<file path="src/rtl/census_pkg.sv">
package census_pkg;
  localparam int PIX_W  = 8;
  localparam int WIN    = 5;
  localparam int HALF   = WIN / 2;
  localparam int RING_N = 16;
  localparam int CODE_W = 2;
  localparam int SIG_W  = RING_N * CODE_W;

  typedef enum logic [CODE_W-1:0] {
    CODE_NEAR  = 2'd0,
    CODE_BELOW = 2'd1,
    CODE_ABOVE = 2'd2
  } tern_e;

  // Upper bound of the dead band, clamped at full scale.
  function automatic logic [PIX_W-1:0] band_hi(input logic [PIX_W-1:0] ctr,
                                               input logic [PIX_W-1:0] dev);
    logic [PIX_W:0] s;
    s = {1'b0, ctr} + {1'b0, dev};
    return s[PIX_W] ? {PIX_W{1'b1}} : s[PIX_W-1:0];
  endfunction

  // Lower bound of the dead band, clamped at zero.
  function automatic logic [PIX_W-1:0] band_lo(input logic [PIX_W-1:0] ctr,
                                               input logic [PIX_W-1:0] dev);
    logic [PIX_W:0] d;
    d = {1'b0, ctr} - {1'b0, dev};
    return d[PIX_W] ? {PIX_W{1'b0}} : d[PIX_W-1:0];
  endfunction

  function automatic tern_e tern_code(input logic [PIX_W-1:0] nb,
                                      input logic [PIX_W-1:0] ctr,
                                      input logic [PIX_W-1:0] dev);
    if (nb > band_hi(ctr, dev))      return CODE_ABOVE;
    else if (nb < band_lo(ctr, dev)) return CODE_BELOW;
    else                             return CODE_NEAR;
  endfunction

  // Ring walk, clockwise from the top-left corner (k is zero based).
  function automatic int ring_row(input int k);
    if (k <= 4)       return 0;
    else if (k <= 8)  return k - 4;
    else if (k <= 12) return 4;
    else              return 16 - k;
  endfunction

  function automatic int ring_col(input int k);
    if (k <= 4)       return k;
    else if (k <= 8)  return 4;
    else if (k <= 12) return 12 - k;
    else              return 0;
  endfunction
endpackage

</file>
<file path="src/rtl/census_pos.sv">
module census_pos #(
  parameter int IMG_W = 64
) (
  input  logic                      clk,
  input  logic                      rst_n,
  input  logic                      in_vld,
  input  logic                      in_sof,
  output logic [$clog2(IMG_W)-1:0]  cur_col,
  output logic [2:0]                cur_row,
  output logic                      tap_ok
);
  import census_pkg::*;
  localparam int COL_W   = $clog2(IMG_W);
  localparam int ROW_CAP = WIN - 1;

  logic [COL_W-1:0] col_q;
  logic [2:0]       row_q;

  always_comb begin
    cur_col = in_sof ? '0 : col_q;
    cur_row = in_sof ? '0 : row_q;
    tap_ok  = in_vld && (cur_row >= 3'(ROW_CAP)) && (cur_col >= COL_W'(ROW_CAP));
  end

  always_ff @(posedge clk or negedge rst_n) begin
    if (!rst_n) begin
      col_q <= '0;
      row_q <= '0;
    end else if (in_vld) begin
      if (cur_col == COL_W'(IMG_W - 1)) begin
        col_q <= '0;
        if (cur_row < 3'(ROW_CAP)) row_q <= cur_row + 3'd1;
        else                        row_q <= cur_row;
      end else begin
        col_q <= cur_col + COL_W'(1);
        row_q <= cur_row;
      end
    end
  end

  AST_SOF_RESTART: assert property (@(posedge clk) disable iff (!rst_n)
    (in_vld && in_sof) |=> (col_q == COL_W'(1)) && (row_q == 3'd0));
  AST_STALL_HOLD: assert property (@(posedge clk) disable iff (!rst_n)
    !in_vld |=> $stable(col_q) && $stable(row_q));
endmodule

</file>
<file path="src/rtl/census_win.sv">
module census_win #(
  parameter int IMG_W = 64
) (
  input  logic                                    clk,
  input  logic                                    rst_n,
  input  logic                                    in_vld,
  input  logic [census_pkg::PIX_W-1:0]            in_pix,
  input  logic [$clog2(IMG_W)-1:0]                cur_col,
  input  logic                                    tap_ok,
  output logic [census_pkg::PIX_W-1:0]            win [census_pkg::WIN][census_pkg::WIN],
  output logic                                    win_ok
);
  import census_pkg::*;
  localparam int LB_ROWS = WIN - 1;

  logic [PIX_W-1:0] lb [LB_ROWS][IMG_W];
  logic [PIX_W-1:0] col_vec [WIN];

  // Row 0 of the column is the oldest line, row WIN-1 the live pixel.
  always_comb begin
    for (int r = 0; r < LB_ROWS; r++) col_vec[r] = lb[LB_ROWS-1-r][cur_col];
    col_vec[WIN-1] = in_pix;
  end

  always_ff @(posedge clk) begin
    if (in_vld) begin
      lb[0][cur_col] <= in_pix;
      for (int i = 1; i < LB_ROWS; i++) lb[i][cur_col] <= lb[i-1][cur_col];
    end
  end

  genvar gr;
  generate
    for (gr = 0; gr < WIN; gr++) begin : g_row
      always_ff @(posedge clk or negedge rst_n) begin
        if (!rst_n) begin
          for (int c = 0; c < WIN; c++) win[gr][c] <= '0;
        end else if (in_vld) begin
          for (int c = 0; c < WIN-1; c++) win[gr][c] <= win[gr][c+1];
          win[gr][WIN-1] <= col_vec[gr];
        end
      end
    end
  endgenerate

  always_ff @(posedge clk or negedge rst_n) begin
    if (!rst_n) win_ok <= 1'b0;
    else        win_ok <= tap_ok;
  end

  AST_WIN_FROM_PIXEL: assert property (@(posedge clk) disable iff (!rst_n)
    win_ok |-> $past(in_vld));
endmodule

</file>
<file path="src/rtl/census_core.sv">
module census_core (
  input  logic                                 clk,
  input  logic                                 rst_n,
  input  logic [census_pkg::PIX_W-1:0]         win [census_pkg::WIN][census_pkg::WIN],
  input  logic                                 win_ok,
  input  logic [census_pkg::PIX_W-1:0]         eps,
  output logic [census_pkg::SIG_W-1:0]         sig_q,
  output logic                                 sig_vld
);
  import census_pkg::*;

  logic [PIX_W-1:0] ctr;
  logic [PIX_W-1:0] nbv   [RING_N];
  tern_e            codes [RING_N];
  logic [SIG_W-1:0] sig_nxt;

  assign ctr = win[HALF][HALF];

  genvar gk;
  generate
    for (gk = 0; gk < RING_N; gk++) begin : g_ring
      localparam int RR = ring_row(gk);
      localparam int RC = ring_col(gk);
      assign nbv[gk]   = win[RR][RC];
      assign codes[gk] = tern_code(nbv[gk], ctr, eps);
      assign sig_nxt[SIG_W-1-CODE_W*gk -: CODE_W] = codes[gk];

      AST_UP_ABOVE_CTR: assert property (@(posedge clk) disable iff (!rst_n)
        (win_ok && codes[gk] == CODE_ABOVE) |-> (nbv[gk] > ctr));
      AST_DN_BELOW_CTR: assert property (@(posedge clk) disable iff (!rst_n)
        (win_ok && codes[gk] == CODE_BELOW) |-> (nbv[gk] < ctr));
      AST_EQ_DEAD: assert property (@(posedge clk) disable iff (!rst_n)
        (win_ok && nbv[gk] == ctr) |-> (codes[gk] == CODE_NEAR));
      AST_FULL_BAND: assert property (@(posedge clk) disable iff (!rst_n)
        (win_ok && eps == {PIX_W{1'b1}}) |-> (codes[gk] == CODE_NEAR));
    end
  endgenerate

  always_ff @(posedge clk or negedge rst_n) begin
    if (!rst_n) begin
      sig_q   <= '0;
      sig_vld <= 1'b0;
    end else begin
      sig_vld <= win_ok;
      if (win_ok) sig_q <= sig_nxt;
    end
  end
endmodule

</file>
<file path="src/rtl/census_sig_gen.sv">
module census_sig_gen #(
  parameter int IMG_W = 64
) (
  input  logic        clk,
  input  logic        rst_n,
  input  logic        in_vld,
  input  logic        in_sof,
  input  logic [7:0]  in_pix,
  input  logic [7:0]  eps,
  output logic        sig_vld,
  output logic [31:0] sig
);
  import census_pkg::*;
  localparam int COL_W = $clog2(IMG_W);

  logic [COL_W-1:0] cur_col;
  logic [2:0]       cur_row;
  logic             tap_ok;
  logic [PIX_W-1:0] win [WIN][WIN];
  logic             win_ok;

  census_pos #(.IMG_W(IMG_W)) pos_i (
    .clk(clk), .rst_n(rst_n), .in_vld(in_vld), .in_sof(in_sof),
    .cur_col(cur_col), .cur_row(cur_row), .tap_ok(tap_ok)
  );

  census_win #(.IMG_W(IMG_W)) win_i (
    .clk(clk), .rst_n(rst_n), .in_vld(in_vld), .in_pix(in_pix),
    .cur_col(cur_col), .tap_ok(tap_ok), .win(win), .win_ok(win_ok)
  );

  census_core core_i (
    .clk(clk), .rst_n(rst_n), .win(win), .win_ok(win_ok), .eps(eps),
    .sig_q(sig), .sig_vld(sig_vld)
  );

  AST_VLD_FROM_INPUT: assert property (@(posedge clk) disable iff (!rst_n)
    sig_vld |-> $past(in_vld, 2));
  AST_NO_CODE3: assert property (@(posedge clk) disable iff (!rst_n)
    sig_vld |-> ((sig & (sig >> 1) & 32'h5555_5555) == 32'h0));
endmodule

</file>
<file path="config.mk">
export PLATFORM = sky130hd
export DESIGN_NAME = census_sig_gen
export DESIGN_NICKNAME = d
export VERILOG_FILES = /design/src/rtl/census_pkg.sv /design/src/rtl/census_pos.sv /design/src/rtl/census_win.sv /design/src/rtl/census_core.sv /design/src/rtl/census_sig_gen.sv
export SDC_FILE = /design/constraint.sdc
export NUM_CORES = 2
export LEC_CHECK = 0
export BUFFER_PORTS_ARGS = -buffer_cell sky130_fd_sc_hd__buf_2
export CAP_MARGIN = 30
export CORE_MARGIN = 5
export CORE_UTILIZATION = 35
export DETAILED_ROUTE_END_ITERATION = 7
export PLACE_DENSITY = 0.59
export SLEW_MARGIN = 20
export SYNTH_ARGS = -nofsm -noshare
export SYNTH_HDL_FRONTEND = slang
export SYNTH_SLANG_ARGS = --single-unit
</file>
<file path="constraint.sdc">
create_clock -name clk -period 4.63 [get_ports clk]
set_input_delay 1.1575 -clock clk [delete_from_list [all_inputs] [get_ports clk]]
set_output_delay 1.1575 -clock clk [all_outputs]
set_load 0.005 [all_outputs]
</file>
* Word level (Yosys, flattened, before mapping)
Memories as Yosys holds them, arrays and structs flattened. Cells that the tools add are included.
Operators by class: mux-type cells 55, add/sub/neg operators 4, bitwise logic cells 1, equality and inequality tests 1, reduce and logical (&&, ||, !) cells 3, $lt $le $gt $ge 37
Operators by type and width (number):
- two-way mux 512 bit | 1
- binary-select mux 8 bit (select 6 bit) | 4
- greater-than comparator 8 bit | 16
- < comparator 8 bit | 16
- two-way mux 8 bit | 11
- demux 8 bit (select 6 bit) | 1
- two-way mux 2 bit | 16
- two-way mux 1 bit | 17
- two-way mux 6 bit | 2
- adder 8 x 8 -> 9 bit | 1
- two-way mux 3 bit | 3
- subtractor 8 x 8 -> 9 bit | 1
- greater-or-equal comparator 7 bit, second input constant | 1
- < comparator 7 x 1 -> 1 bit, second input constant | 1
- inverter 6 -> 7 bit | 1
- adder 6 x 1 -> 6 bit, second input constant | 1
- equality test 6 bit, second input constant | 1
- greater-or-equal comparator 6 x 3 -> 1 bit, second input constant | 1
- adder 3 x 1 -> 3 bit, second input constant | 1
- greater-or-equal comparator 3 bit, second input constant | 1
- logical AND 1 bit | 3
- < comparator 3 bit, second input constant | 1
Word-level totals: output and inout bits 33, memory bits (writable) 2048, bits in registers 243, memories 1
Memory list:
- win_i.lb | words 4, width 512, read ports 4, clocked after Yosys merged registers in 0, wr ports 4, RTL line census_win.sv:16 | logic [PIX_W-1:0] lb [LB_ROWS][IMG_W];

* Longest topological paths before layout
depth after elaboration 7, mapped depth 17, mapped depth without buffers 17

* Cells and area by module
From an unflattened synthesis, not the netlist that was laid out.
Unflattened totals: cell total of the unflattened synthesis 5764, area total of the unflattened synthesis 94465.6 µm²
Modules (own cells, without submodules):
- census_win | area an instance 86459.2 µm², cells an instance 4825, instances 1, sequential area each 66528.8 µm²
- census_core | area an instance 7408.4 µm², cells an instance 876, instances 1, sequential area each 825.8 µm²
- census_pos | area an instance 598.1 µm², cells an instance 63, instances 1, sequential area each 225.2 µm²

* Worst setup path before layout
No wires, ideal clock.
path kind input to register, start point in in_sof, end point mem win_i.lb[0][232] in the netlist's numbering (enable), slack -0.599 ns, cell stages on the path 7, arrival time 4.767 ns, setup time 0.461 ns, data required time 4.169 ns, path through buf_4 > buf_6 > buf_2 > nor3_1 > clkbuf_1 > nand2_1 > nor3_1
RTL lines:
- start: declaration | RTL line census_sig_gen.sv:7 | input logic in_sof,
- end: declaration | RTL line census_win.sv:16

==> summary.txt <==
Logic synthesis
  • Synth unique cells: 95
  • Cells after synthesis: around 5900
  • Number of synthesized flops with an enable pin: between 2000 and 2500
  • Synth Register Bits: between 2000 and 2500
  • Mapped cell area: 94630 sq um
  • Area leader, netlist: edfxtp_1
  • Share of the synthesized area in the top cell type: between 60% and 70%
  • Count leader, synth: edfxtp_1
  • Top area cells in the synthesized netlist: edfxtp_1 65%, dfrtp_1 6.4%, ha_1 3.2%
  • Top_reg_cell synth: edfxtp_1
  • Yosys Warn Count: 0
  • Post-synthesis average cell area: roughly 16 sq um
  • Sequential fraction of the synthesis area: 71.42%
  • Syn Nets: 6189
  • Commonest cells in the synthesized netlist: 2048 x edfxtp_1, 291 x o21ai_0, 286 x a22oi_1, 285 x mux2i_1, 283 x nor2_1
  • FFs w/ async S/R, synth: 10.61%

STA
  • Period utilisation layout: 100.2%
  • Final Hold Vio Count: 0
  • Setup violators final: 10
  • Fmax: between 200 and 250 MHz
  • Final worst slack: -0.007615 ns
  • Period minus WS final: between 4 and 5 ns
  • Sum Neg Setup Slack: -0.04523 ns
  • Fin. max-slew vios: 0
  • Slew HR: 27.22%
  • Measured slew at the worst slew-check pin: 1.089 ns
  • Unrepaired setup endpoints after global routing: false
  • Worst Clk Skew: 0.1284 ns

Floorplan
  • Area of the die: 280900 sq um
  • DIE HEIGHT: around 530 um
  • Row cnt: 191
  • Initial Util: a little over a third
  • Core area: around 270000 sq um
  • Top-Level Pins: 53
  • Die width: between 500 and 600 um

CTS
  • Clk sinks: between 2000 and 2500
  • Clock tree buffer depth: 4
  • Clock root cell: clkbuf_16
  • Clock slew at reported path FFs: 0.06 ns
  • Post-CTS Hold Buffers: 0
  • CTS tree: done
  • Clock Latency Late Sink: 0.94 ns
  • CTS Buf Count: 230
  • Buffer count from post-CTS setup fixing: 0
  • Post-CTS sizing: 0
  • H-tree levels: 4

Job
  • Max-cap violation count: 0

Worst setup path
  • Reg-to-Reg Start: pos_i.col_q[1]
  • Endpoint class of the critical path: flop
  • Most common cell on crit path: buf_12
  • R2R cell count: 13
  • Startpoint types: flop
  • R2r setup slk: -0.008 ns
  • Critical path's top delay family: buffers and inverters
  • Crit-path slowest cell: dfrtp_4
  • Data required time of the worst path: 5.17 ns
  • Worst Path Arrival: 5.18 ns
  • Reg2reg end: win_i.lb[3][293]
  • Max FO, Critical Path: 37
  • Largest stage delay on the critical path: 1.01 ns
  • Bufs and invs on worst path: 6
  • Critical-path cell list: buf_12 > nor2b_4 > buf_12 > buf_12 > a22oi_1 > o22ai_1 > a2111oi_0 > buf_4 > o22ai_1 > nor4_1 > buf_4 > nand2_2 > buf_12
  • Worst Path Class, Setup: reg2reg

Outcome
  • Outcome: finished, violations left
  • Failing checks: setup timing

Global route
  • GR Util met3: 4.835%
  • Global-route wire length before repair: ~480000 um
  • GRT busiest layer: met2
  • Initial antenna violation count: 19
  • Met2 global-route usage: 36.76%
  • Total gr overflow: 0
  • Vias in the first global route: 60250
  • Total GRT Usage: 23.88%
  • Largest net degree at the start of global routing: between 100 and 150
  • Met1 usage: 32.11%

Placed design
  • Post-detail-place hpwl: 220900 um
  • Gpl congestion: 0.9097
  • Number of port buffers: 52
  • Setup slack at placement: -0.1393 ns
  • Post-DP Area: 106000 sq um

Hold path
  • Hold Path Class: in2async

Routing
  • Iteration-0 DRC count of the detailed router: 9374
  • Detail Route Antenna Nets: 0
  • Vias/cell: 6.076
  • Avg WL per Cell: 33.59 um
  • Vias: 62620
  • Drt pass-1 iters: 8
  • DRT Wirelength: between 300000 and 400000 um
  • DR DRC count: 0

Layout
  • Fin nets: ~6800
  • Layout cell share with drive strength beyond 1: 23.38%
  • Post-route cell area: around 110000 sq um
  • Area grow syn2layout: 19.76%

Pwr
  • IR drop worst, VDD: 0.0003684 V
  • Final Total Pwr: 57.59 mW
  • P_leak: 38.52 nW
  • Power Dens Cells: 508.2 nW/um^2
state kept, by name, indices dropped and copies added (netlist names):
name,flops
core_i.sig_vld,1
pos_i.row_q,3
win_i.lb,2048
pos_i.col_q,6
win_i.win_ok,1
core_i.sig_q,32
win_i.win,200
worst register-to-register path, stage by stage, from the launching register on:
cell       delay (ns)
dfrtp_4          1.01
buf_12           0.29
nor2b_4          0.21
buf_12           0.24
buf_12           0.26
a22oi_1          0.15
o22ai_1          0.09
a2111oi_0        0.32
buf_4            0.22
o22ai_1          0.18
nor4_1           0.76
buf_4            0.26
nand2_2          0.11
buf_12           0.19
report_power, final:
part | leakage (nW) | switching [mW] | internal [mW]
combinational | 13.5 | 8.38 | 5.39
clock | 3.61 | 8.00 | 10.6
sequential | 21.4 | 0.890 | 24.3
total | 38.5 | 17.3 | 40.3
cells in the final DEF (no fill, tap or decap), types with 26 or more instances in the layout:
cell type,count
a2111oi_0,26
ha_1,243
a211oi_1,73
nor2_4,57
o211ai_1,27
nor2b_1,37
buf_12,182
nand4_1,32
a221oi_1,79
mux4_2,59
a21o_1,46
dfrtp_1,240
nand2_1,189
buf_2,50
clkbuf_1,52
clkinv_1,36
o21ai_0,290
clkbuf_16,233
o221ai_1,54
mux2_2,242
a32oi_1,42
a222oi_1,26
o22ai_1,152
a21oi_1,212
clkinv_2,47
buf_4,528
a22o_1,71
a22oi_1,286
inv_1,55
edfxtp_1,2048
mux2i_1,285
nand3_1,41
nor2_1,222
cells by family after synthesis:
kind of cell,share of synthesized area (%)
adder cells (fa/ha/maj),3.287
multiplexers,7.346
AO/OA/AOI/OAI,11.48
flip-flops,71.42
AND/OR/NAND/NOR,4.063
XOR/XNOR,0.1759
buffers and inverters,2.236
worst max path at each step:
| stage | from | end | cells after the start |
|---|---|---|---|
| after floorplan | in_sof | win_i.lb[0][232] | 7 |
| after global placement | in_sof | win_i.win[160] | 12 |
| after detailed placement | in_sof | win_i.lb[3][141] | 12 |
| after CTS | pos_i.col_q[1] | win_i.lb[3][261] | 13 |
| after global routing | pos_i.col_q[1] | win_i.lb[3][285] | 13 |
| final | pos_i.col_q[1] | win_i.lb[3][293] | 13 |
routing by layer:
metal  wire length (um)  share of wire, %  vias to the layer above
met3              38480                11                      861
met2             154200                45                     4330
met1             132300                38                    32190
met4              21170               6.1                        0
met5                  0                 0                        -
li1                   -                 -                    25240
area by class of cell:
type / instances / area [sq um]
flip-flops and latches: 2291 / 67590
repair buffers: 766 / 7969
well taps: 3570 / 4467
inverters: 59 / 227.7
fillers: 24170 / 156700
diodes: 5 / 12.51
multi-input cells: 3202 / 25700
clock buffers: 293 / 6136
clock inverters: 120 / 1219
metrics by stage:
step | hold slack [ns] | cells | utilization, %
floorplan | 0.4304 | 5924 | -
global placement | 0.4515 | 9883 | 39.20
detailed placement | 0.4672 | 9888 | 39.24
CTS | 0.4346 | 10300 | 41.96
global route | 0.4620 | 10300 | 41.96
finish | 0.4169 | 10310 | 41.96
Power figures use the tool's default switching activity.
